$ cat config.mk
export PLATFORM = sky130hd
export DESIGN_NAME = vc_victim_buf
export DESIGN_NICKNAME = d
export VERILOG_FILES = /design/src/rtl/vc_pkg.sv /design/src/rtl/vc_tag_match.sv /design/src/rtl/vc_hit_encode.sv /design/src/rtl/vc_line_sel.sv /design/src/rtl/vc_slot_ptr.sv /design/src/rtl/vc_victim_buf.sv
export SDC_FILE = /design/constraint.sdc
export NUM_CORES = 1
export LEC_CHECK = 0
export ABC_AREA = 1
export BUFFER_PORTS_ARGS = -buffer_cell sky130_fd_sc_hd__buf_2
export CAP_MARGIN = 20
export CORE_ASPECT_RATIO = 0.8
export CORE_MARGIN = 2
export CORE_UTILIZATION = 40
export CTS_BUF_LIST = sky130_fd_sc_hd__clkbuf_4 sky130_fd_sc_hd__clkbuf_8
export DETAILED_ROUTE_END_ITERATION = 12
export GPL_TIMING_DRIVEN = 0
export SLEW_MARGIN = 20
export SYNTH_ARGS = -nofsm -noshare
export SYNTH_HDL_FRONTEND = slang
export SYNTH_SLANG_ARGS = --single-unit
$ cat constraint.sdc
create_clock -name clk -period 10.2 [get_ports clk]
set_clock_uncertainty 0.1 [all_clocks]
set_input_delay 1.02 -clock clk [delete_from_list [all_inputs] [get_ports clk]]
set_output_delay 1.02 -clock clk [all_outputs]
set_load 0.02 [all_outputs]
$ cat src/rtl/vc_pkg.sv
package vc_pkg;

   // Operation chosen for one probe cycle
   typedef enum logic [1:0] {
      VC_OP_IDLE = 2'd0,
      VC_OP_SWAP = 2'd1,
      VC_OP_DROP = 2'd2,
      VC_OP_FILL = 2'd3
   } vc_op_e;

   function automatic int unsigned vc_idx_w(input int unsigned n);
      return (n > 1) ? $clog2(n) : 1;
   endfunction

endpackage

$ cat src/rtl/vc_tag_match.sv
module vc_tag_match #(
   parameter int unsigned ENTRIES     = 4,
   parameter int unsigned LINE_ADDR_W = 26
) (
   input  logic [ENTRIES-1:0][LINE_ADDR_W-1:0] tags,
   input  logic [ENTRIES-1:0]                  vld,
   input  logic [LINE_ADDR_W-1:0]              addr,
   output logic [ENTRIES-1:0]                  match
);
   // one full-width comparator per slot
   for (genvar g = 0; g < ENTRIES; g++) begin : g_cmp
      assign match[g] = vld[g] && (tags[g] == addr);
   end
endmodule

$ cat src/rtl/vc_hit_encode.sv
module vc_hit_encode #(
   parameter int unsigned ENTRIES = 4,
   parameter int unsigned IDX_W   = 2
) (
   input  logic [ENTRIES-1:0] match,
   output logic               any,
   output logic [IDX_W-1:0]   idx
);
   always_comb begin
      any = |match;
      idx = '0;
      // lowest slot wins if more than one matches
      for (int i = ENTRIES - 1; i >= 0; i--) begin
         if (match[i]) idx = IDX_W'(i);
      end
   end
endmodule

$ cat src/rtl/vc_line_sel.sv
module vc_line_sel #(
   parameter int unsigned ENTRIES = 4,
   parameter int unsigned LINE_W  = 128,
   parameter int unsigned IDX_W   = 2,
   parameter bit          AND_OR  = 1'b1
) (
   input  logic [ENTRIES-1:0][LINE_W-1:0] lines,
   input  logic [ENTRIES-1:0]             match,
   input  logic [IDX_W-1:0]               idx,
   output logic [LINE_W-1:0]              line_out
);
   if (AND_OR) begin : g_andor
      // flat AND-OR from the match vector, no encoder on the data path
      always_comb begin
         line_out = '0;
         for (int i = 0; i < ENTRIES; i++) begin
            line_out = line_out | (lines[i] & {LINE_W{match[i]}});
         end
      end
   end else begin : g_index
      // encoded index drives a plain multiplexer
      always_comb begin
         line_out = '0;
         for (int i = 0; i < ENTRIES; i++) begin
            if (idx == IDX_W'(i)) line_out = lines[i];
         end
      end
   end
endmodule

$ cat src/rtl/vc_slot_ptr.sv
module vc_slot_ptr #(
   parameter int unsigned ENTRIES = 4,
   parameter int unsigned IDX_W   = 2
) (
   input  logic             clk,
   input  logic             rst_n,
   input  logic             adv,
   output logic [IDX_W-1:0] ptr
);
   localparam logic [IDX_W-1:0] LAST = IDX_W'(ENTRIES - 1);

   always_ff @(posedge clk) begin
      if (!rst_n) begin
         ptr <= '0;
      end else if (adv) begin
         ptr <= (ptr == LAST) ? '0 : ptr + 1'b1;
      end
   end
endmodule

$ cat src/rtl/vc_victim_buf.sv
module vc_victim_buf #(
   parameter int unsigned ENTRIES     = 4,
   parameter int unsigned LINE_ADDR_W = 26,
   parameter int unsigned LINE_W      = 128,
   parameter bit          AND_OR_SEL  = 1'b1
) (
   input  logic                   clk,
   input  logic                   rst_n,
   input  logic                   req_valid,
   input  logic [LINE_ADDR_W-1:0] req_addr,
   input  logic                   ev_valid,
   input  logic [LINE_ADDR_W-1:0] ev_addr,
   input  logic [LINE_W-1:0]      ev_data,
   output logic                   hit,
   output logic [LINE_W-1:0]      hit_data,
   output logic                   miss_fwd
);
   import vc_pkg::*;

   localparam int unsigned IDX_W = vc_idx_w(ENTRIES);

   if (ENTRIES < 2)     begin : g_bad_entries $error("ENTRIES must be at least 2"); end
   if (LINE_ADDR_W < 1) begin : g_bad_addr    $error("LINE_ADDR_W must be at least 1"); end
   if (LINE_W < 1)      begin : g_bad_line    $error("LINE_W must be at least 1"); end

   logic [ENTRIES-1:0][LINE_ADDR_W-1:0] tag_q;
   logic [ENTRIES-1:0][LINE_W-1:0]      data_q;
   logic [ENTRIES-1:0]                  vld_q;
   logic [ENTRIES-1:0]                  match;
   logic                                any_match;
   logic [IDX_W-1:0]                    hit_idx;
   logic [IDX_W-1:0]                    ptr_q;
   vc_op_e                              op;

   vc_tag_match #(.ENTRIES(ENTRIES), .LINE_ADDR_W(LINE_ADDR_W)) u_match (
      .tags  (tag_q),
      .vld   (vld_q),
      .addr  (req_addr),
      .match (match)
   );

   vc_hit_encode #(.ENTRIES(ENTRIES), .IDX_W(IDX_W)) u_enc (
      .match (match),
      .any   (any_match),
      .idx   (hit_idx)
   );

   vc_line_sel #(.ENTRIES(ENTRIES), .LINE_W(LINE_W), .IDX_W(IDX_W),
                 .AND_OR(AND_OR_SEL)) u_sel (
      .lines    (data_q),
      .match    (match),
      .idx      (hit_idx),
      .line_out (hit_data)
   );

   vc_slot_ptr #(.ENTRIES(ENTRIES), .IDX_W(IDX_W)) u_ptr (
      .clk   (clk),
      .rst_n (rst_n),
      .adv   (op == VC_OP_FILL),
      .ptr   (ptr_q)
   );

   assign hit      = req_valid && any_match;
   assign miss_fwd = req_valid && !any_match;

   always_comb begin
      op = VC_OP_IDLE;
      if (req_valid) begin
         if (any_match) op = ev_valid ? VC_OP_SWAP : VC_OP_DROP;
         else if (ev_valid) op = VC_OP_FILL;
      end
   end

   always_ff @(posedge clk) begin
      if (!rst_n) begin
         vld_q <= '0;
      end else begin
         unique case (op)
            VC_OP_SWAP: vld_q[hit_idx] <= 1'b1;
            VC_OP_DROP: vld_q[hit_idx] <= 1'b0;
            VC_OP_FILL: vld_q[ptr_q]   <= 1'b1;
            default:    ;
         endcase
      end
   end

   // line storage carries no reset; validity gates every use
   always_ff @(posedge clk) begin
      if (op == VC_OP_SWAP) begin
         tag_q[hit_idx]  <= ev_addr;
         data_q[hit_idx] <= ev_data;
      end else if (op == VC_OP_FILL) begin
         tag_q[ptr_q]  <= ev_addr;
         data_q[ptr_q] <= ev_data;
      end
   end
endmodule

==> run_results.csv <==
group,metric,value,unit
outcome,status,"finished clean",
synth,ys_top_cells_by_area,"edfxtp_1 65%, nand2_1 11%, nor2_1 7.9%",
floorplanning,core-area,70600,sq um
drt,drc,0,
critical_path,worstPathMaxFanout,10,
synth,yosys_register_bits,622,
sta,fin_crit_sh,0.525,
synth,syn_avg_cell_area,9.71,sq um
sta,setup_violations,0,
clock_tree,insertion_delay,0.74,ns
placement,port_buffers,303,
global_routing,grt_pass1_wl,130000,um
drt,routed_wl,88800,um
drt,vias,22000,
synth,synthesis.nets,3136,
clock_tree,cts_made_buffers,100,
global_routing,gr-total-overflow,0,
global_routing,grt_max_degree,66,
sta,tightestPinTransition,1.09,ns
floorplanning,fp.dieH,243,um
synth,synth_area,28600,sq um
synth,synth_most_common_cell,"nand2_1",
synth,yosysSeqAreaShare,0.651,
synth,synth_top_family_by_area,"simple AND/OR/NAND/NOR gates",
synth,synth_edf_count,616,
synth,synth_top_cell_by_area,"edfxtp_1",
synth,yosysTopAreaCellShare,0.646,
floorplanning,start_util,0.405,
synth,postSynth.asyncResetShare,0,
synth,synthMuxAreaShare,0,
placement,place_area,31900,sq um
global_routing,grt_pass1_vias,21400,
clock_tree,root_buffer,"clkbuf_8",
clock_tree,cts_tree,"done",
clock_tree,cts-resized-gates,0,
placement,routabilityCongestion,0.934,
synth,yosysUniqueCellTypes,33,
synth,synth_compound_area_frac,0.0314,
drt,viasPerCell,5.01,
sta,post-route-min-period,5.36,ns
clock_tree,cts.clk_slew.worst_paths,0.06,ns
global_routing,gr-usage-all-layers,0.238,
clock_tree,cts_max_level,3,
critical_path,critical_path_arrival,4.24,ns
placement,place.detailed.hpwl,61300,um
floorplanning,io_pins,314,
floorplanning,die_area,73700,sq um
synth,synth_common_cells,"831 x nand2_1, 616 x edfxtp_1, 599 x nor2_1",
critical_path,max_stage_delay,0.66,ns
power_and_ir_drop,ir_worst_vdd,89.4,uV
critical_path,cp_cell_sequence,"buf_2 -> xnor2_1 -> nand2_1 -> nor2_1 -> nand3_1 -> nor2_4 -> clkbuf_1 -> buf_6 -> clkbuf_1 -> nand2_1 -> nand4_1 -> buf_2",
job,drv_cap,0,
critical_path,cpLargestDelayFamily,"buffers and inverters",
floorplanning,std_cell_rows,87,
cells_and_area,drive_above_1_share,0.172,
min_path,hp-class,"flip-flop to flip-flop",
drt,drt_iter0_drc,1757,
cells_and_area,finalCoreUtilization,0.480,
synth,yosysWarnings,0,
critical_path,end_kind,"output pin",
clock_tree,cts_setup_buffers,0,
cells_and_area,layout.nets,3566,
synth,synthSimpleGateAreaFrac,0.239,
clock_tree,cts_sinks,622,
power_and_ir_drop,p_leak,14.3,nW
drt,first_pass_iters,5,
synth,synthFlopType,"edfxtp_1",
synth,synth-xor-area-share,0.0112,
sta,drv_slew,0,
clock_tree,clockBufferDepth,3,
synth,synthAdderAreaFrac,0.00175,
critical_path,cp_slowest_cell,"clkbuf_1",
synth,netlist_instances,2948,
sta,hold_viol,0,
critical_path,worstPathRequired,9.08,ns
critical_path,crit_type,"input pin to output pin",
critical_path,start_kind,"input pin",
sta,rsz0062_at_grt,"false",
drt,drtAntennaViolNets,0,
drt,wl_per_cell,20.2,um
power_and_ir_drop,powerDensity,160,nW/um^2
cells_and_area,area_delta_synth_final,18.4,%
sta,relSlewSlack,0.273,
clock_tree,postCtsHoldBufs,0,
critical_path,r2r_slack,6.01,ns
global_routing,antenna_found_initial,10,
cells_and_area,final_area,33900,sq um
critical_path,crit_buf_inv,5,
floorplanning,fp.dieW,303,um
sta,fmax,0.187,GHz
[registers in the layout, indices dropped and copies added, names as in the netlist]
name and flops:
data_q 512, vld_q 4, tag_q 104, u_ptr.ptr 2
[power by group]
part | switching, W | internal (W) | leakage [nW]
Combinational | 0.000273 | 0.000120 | 6.92
Clock | 0.00104 | 0.00111 | 1.01
Sequential | 0.0000139 | 0.00287 | 6.38
[path summary, 6_finish.rpt]
| kind | startpoint | cells past startpoint | end |
|---|---|---|---|
| worst max-delay path | req_addr[20] | 12 | hit_data[94] |
| worst min-delay path | u_ptr.ptr[0]$_SDFFE_PN0N_ | 2 | u_ptr.ptr[0]$_SDFFE_PN0N_ |
| worst min register to register | u_ptr.ptr[0]$_SDFFE_PN0N_ | 2 | u_ptr.ptr[0]$_SDFFE_PN0N_ |
| worst max register to register | tag_q[0]$_DFFE_PP_ | 13 | data_q[184]$_DFFE_PP_ |
[logic make-up (layout without fill, tap and decap cells)]
family,count (synthesis),count (layout)
other cells,0,5
buf+inv,434,939
simple gates,1675,1675
fa+ha+maj,4,4
compound gates,179,179
flops,622,622
xor+xnor,34,34
[routing by layer]
layer	track usage	vias up	share of wire
li1	-	10600	-
met1	0.342	10500	0.45
met2	0.356	773	0.45
met3	0.0555	146	0.080
met4	0.0762	4	0.027
met5	0	-	0.00030
[cells in the final DEF (no fill, tap or decap), types with 29 or more instances in the layout]
master    instances
nand3_1          61
nor2_1          598
nand2_1         830
edfxtp_1        616
clkbuf_8        101
nand4_1         158
inv_1           261
clkbuf_1         61
a21oi_1         160
clkinv_1         29
buf_2           350
[cell type report]
type	instances	area (sq um)
Antenna cell	5	12.5
Buffer	150	821
Clock buffer	129	1600
Clock inverter	48	337
Fill cell	6777	36800
Inverter	284	1070
Multi-Input combinational cell	1892	8140
Sequential cell	622	18600
Tap cell	934	1170
Timing Repair Buffer	328	2120
[per-stage QoR]
| step | total power, W | worst slack [ns] | setup TNS, ns | hold WS [ns] | instances |
|---|---|---|---|---|---|
| 3_3_place_gp | 0.00333 | -5.90 | -1148.49 | 0.415 | 4185 |
| 4_1_cts | 0.00545 | 4.85 | 0 | 0.406 | 4387 |
| 3_5_place_dp | 0.00333 | 4.89 | 0 | 0.429 | 4210 |
| 6_report | 0.00542 | 4.84 | 0 | 0.435 | 4392 |
| 5_1_grt | 0.00560 | 4.68 | 0 | 0.441 | 4392 |
| 2_1_floorplan | 0.00316 | 0.593 | 0 | 0.379 | 2948 |
[worst register-to-register path: stages, from the launching register on]
cell and delay (ns):
edfxtp_1 0.39, xnor2_1 0.44, nand2_1 0.10, nor2_1 0.10
nand3_1 0.11, nor2_4 0.36, inv_1 0.12, nand3_1 0.11
clkbuf_1 0.59, buf_1 0.59, a21oi_4 0.31, buf_16 0.24
buf_16 0.17, buf_16 0.17
Power figures use the tool's default switching activity.
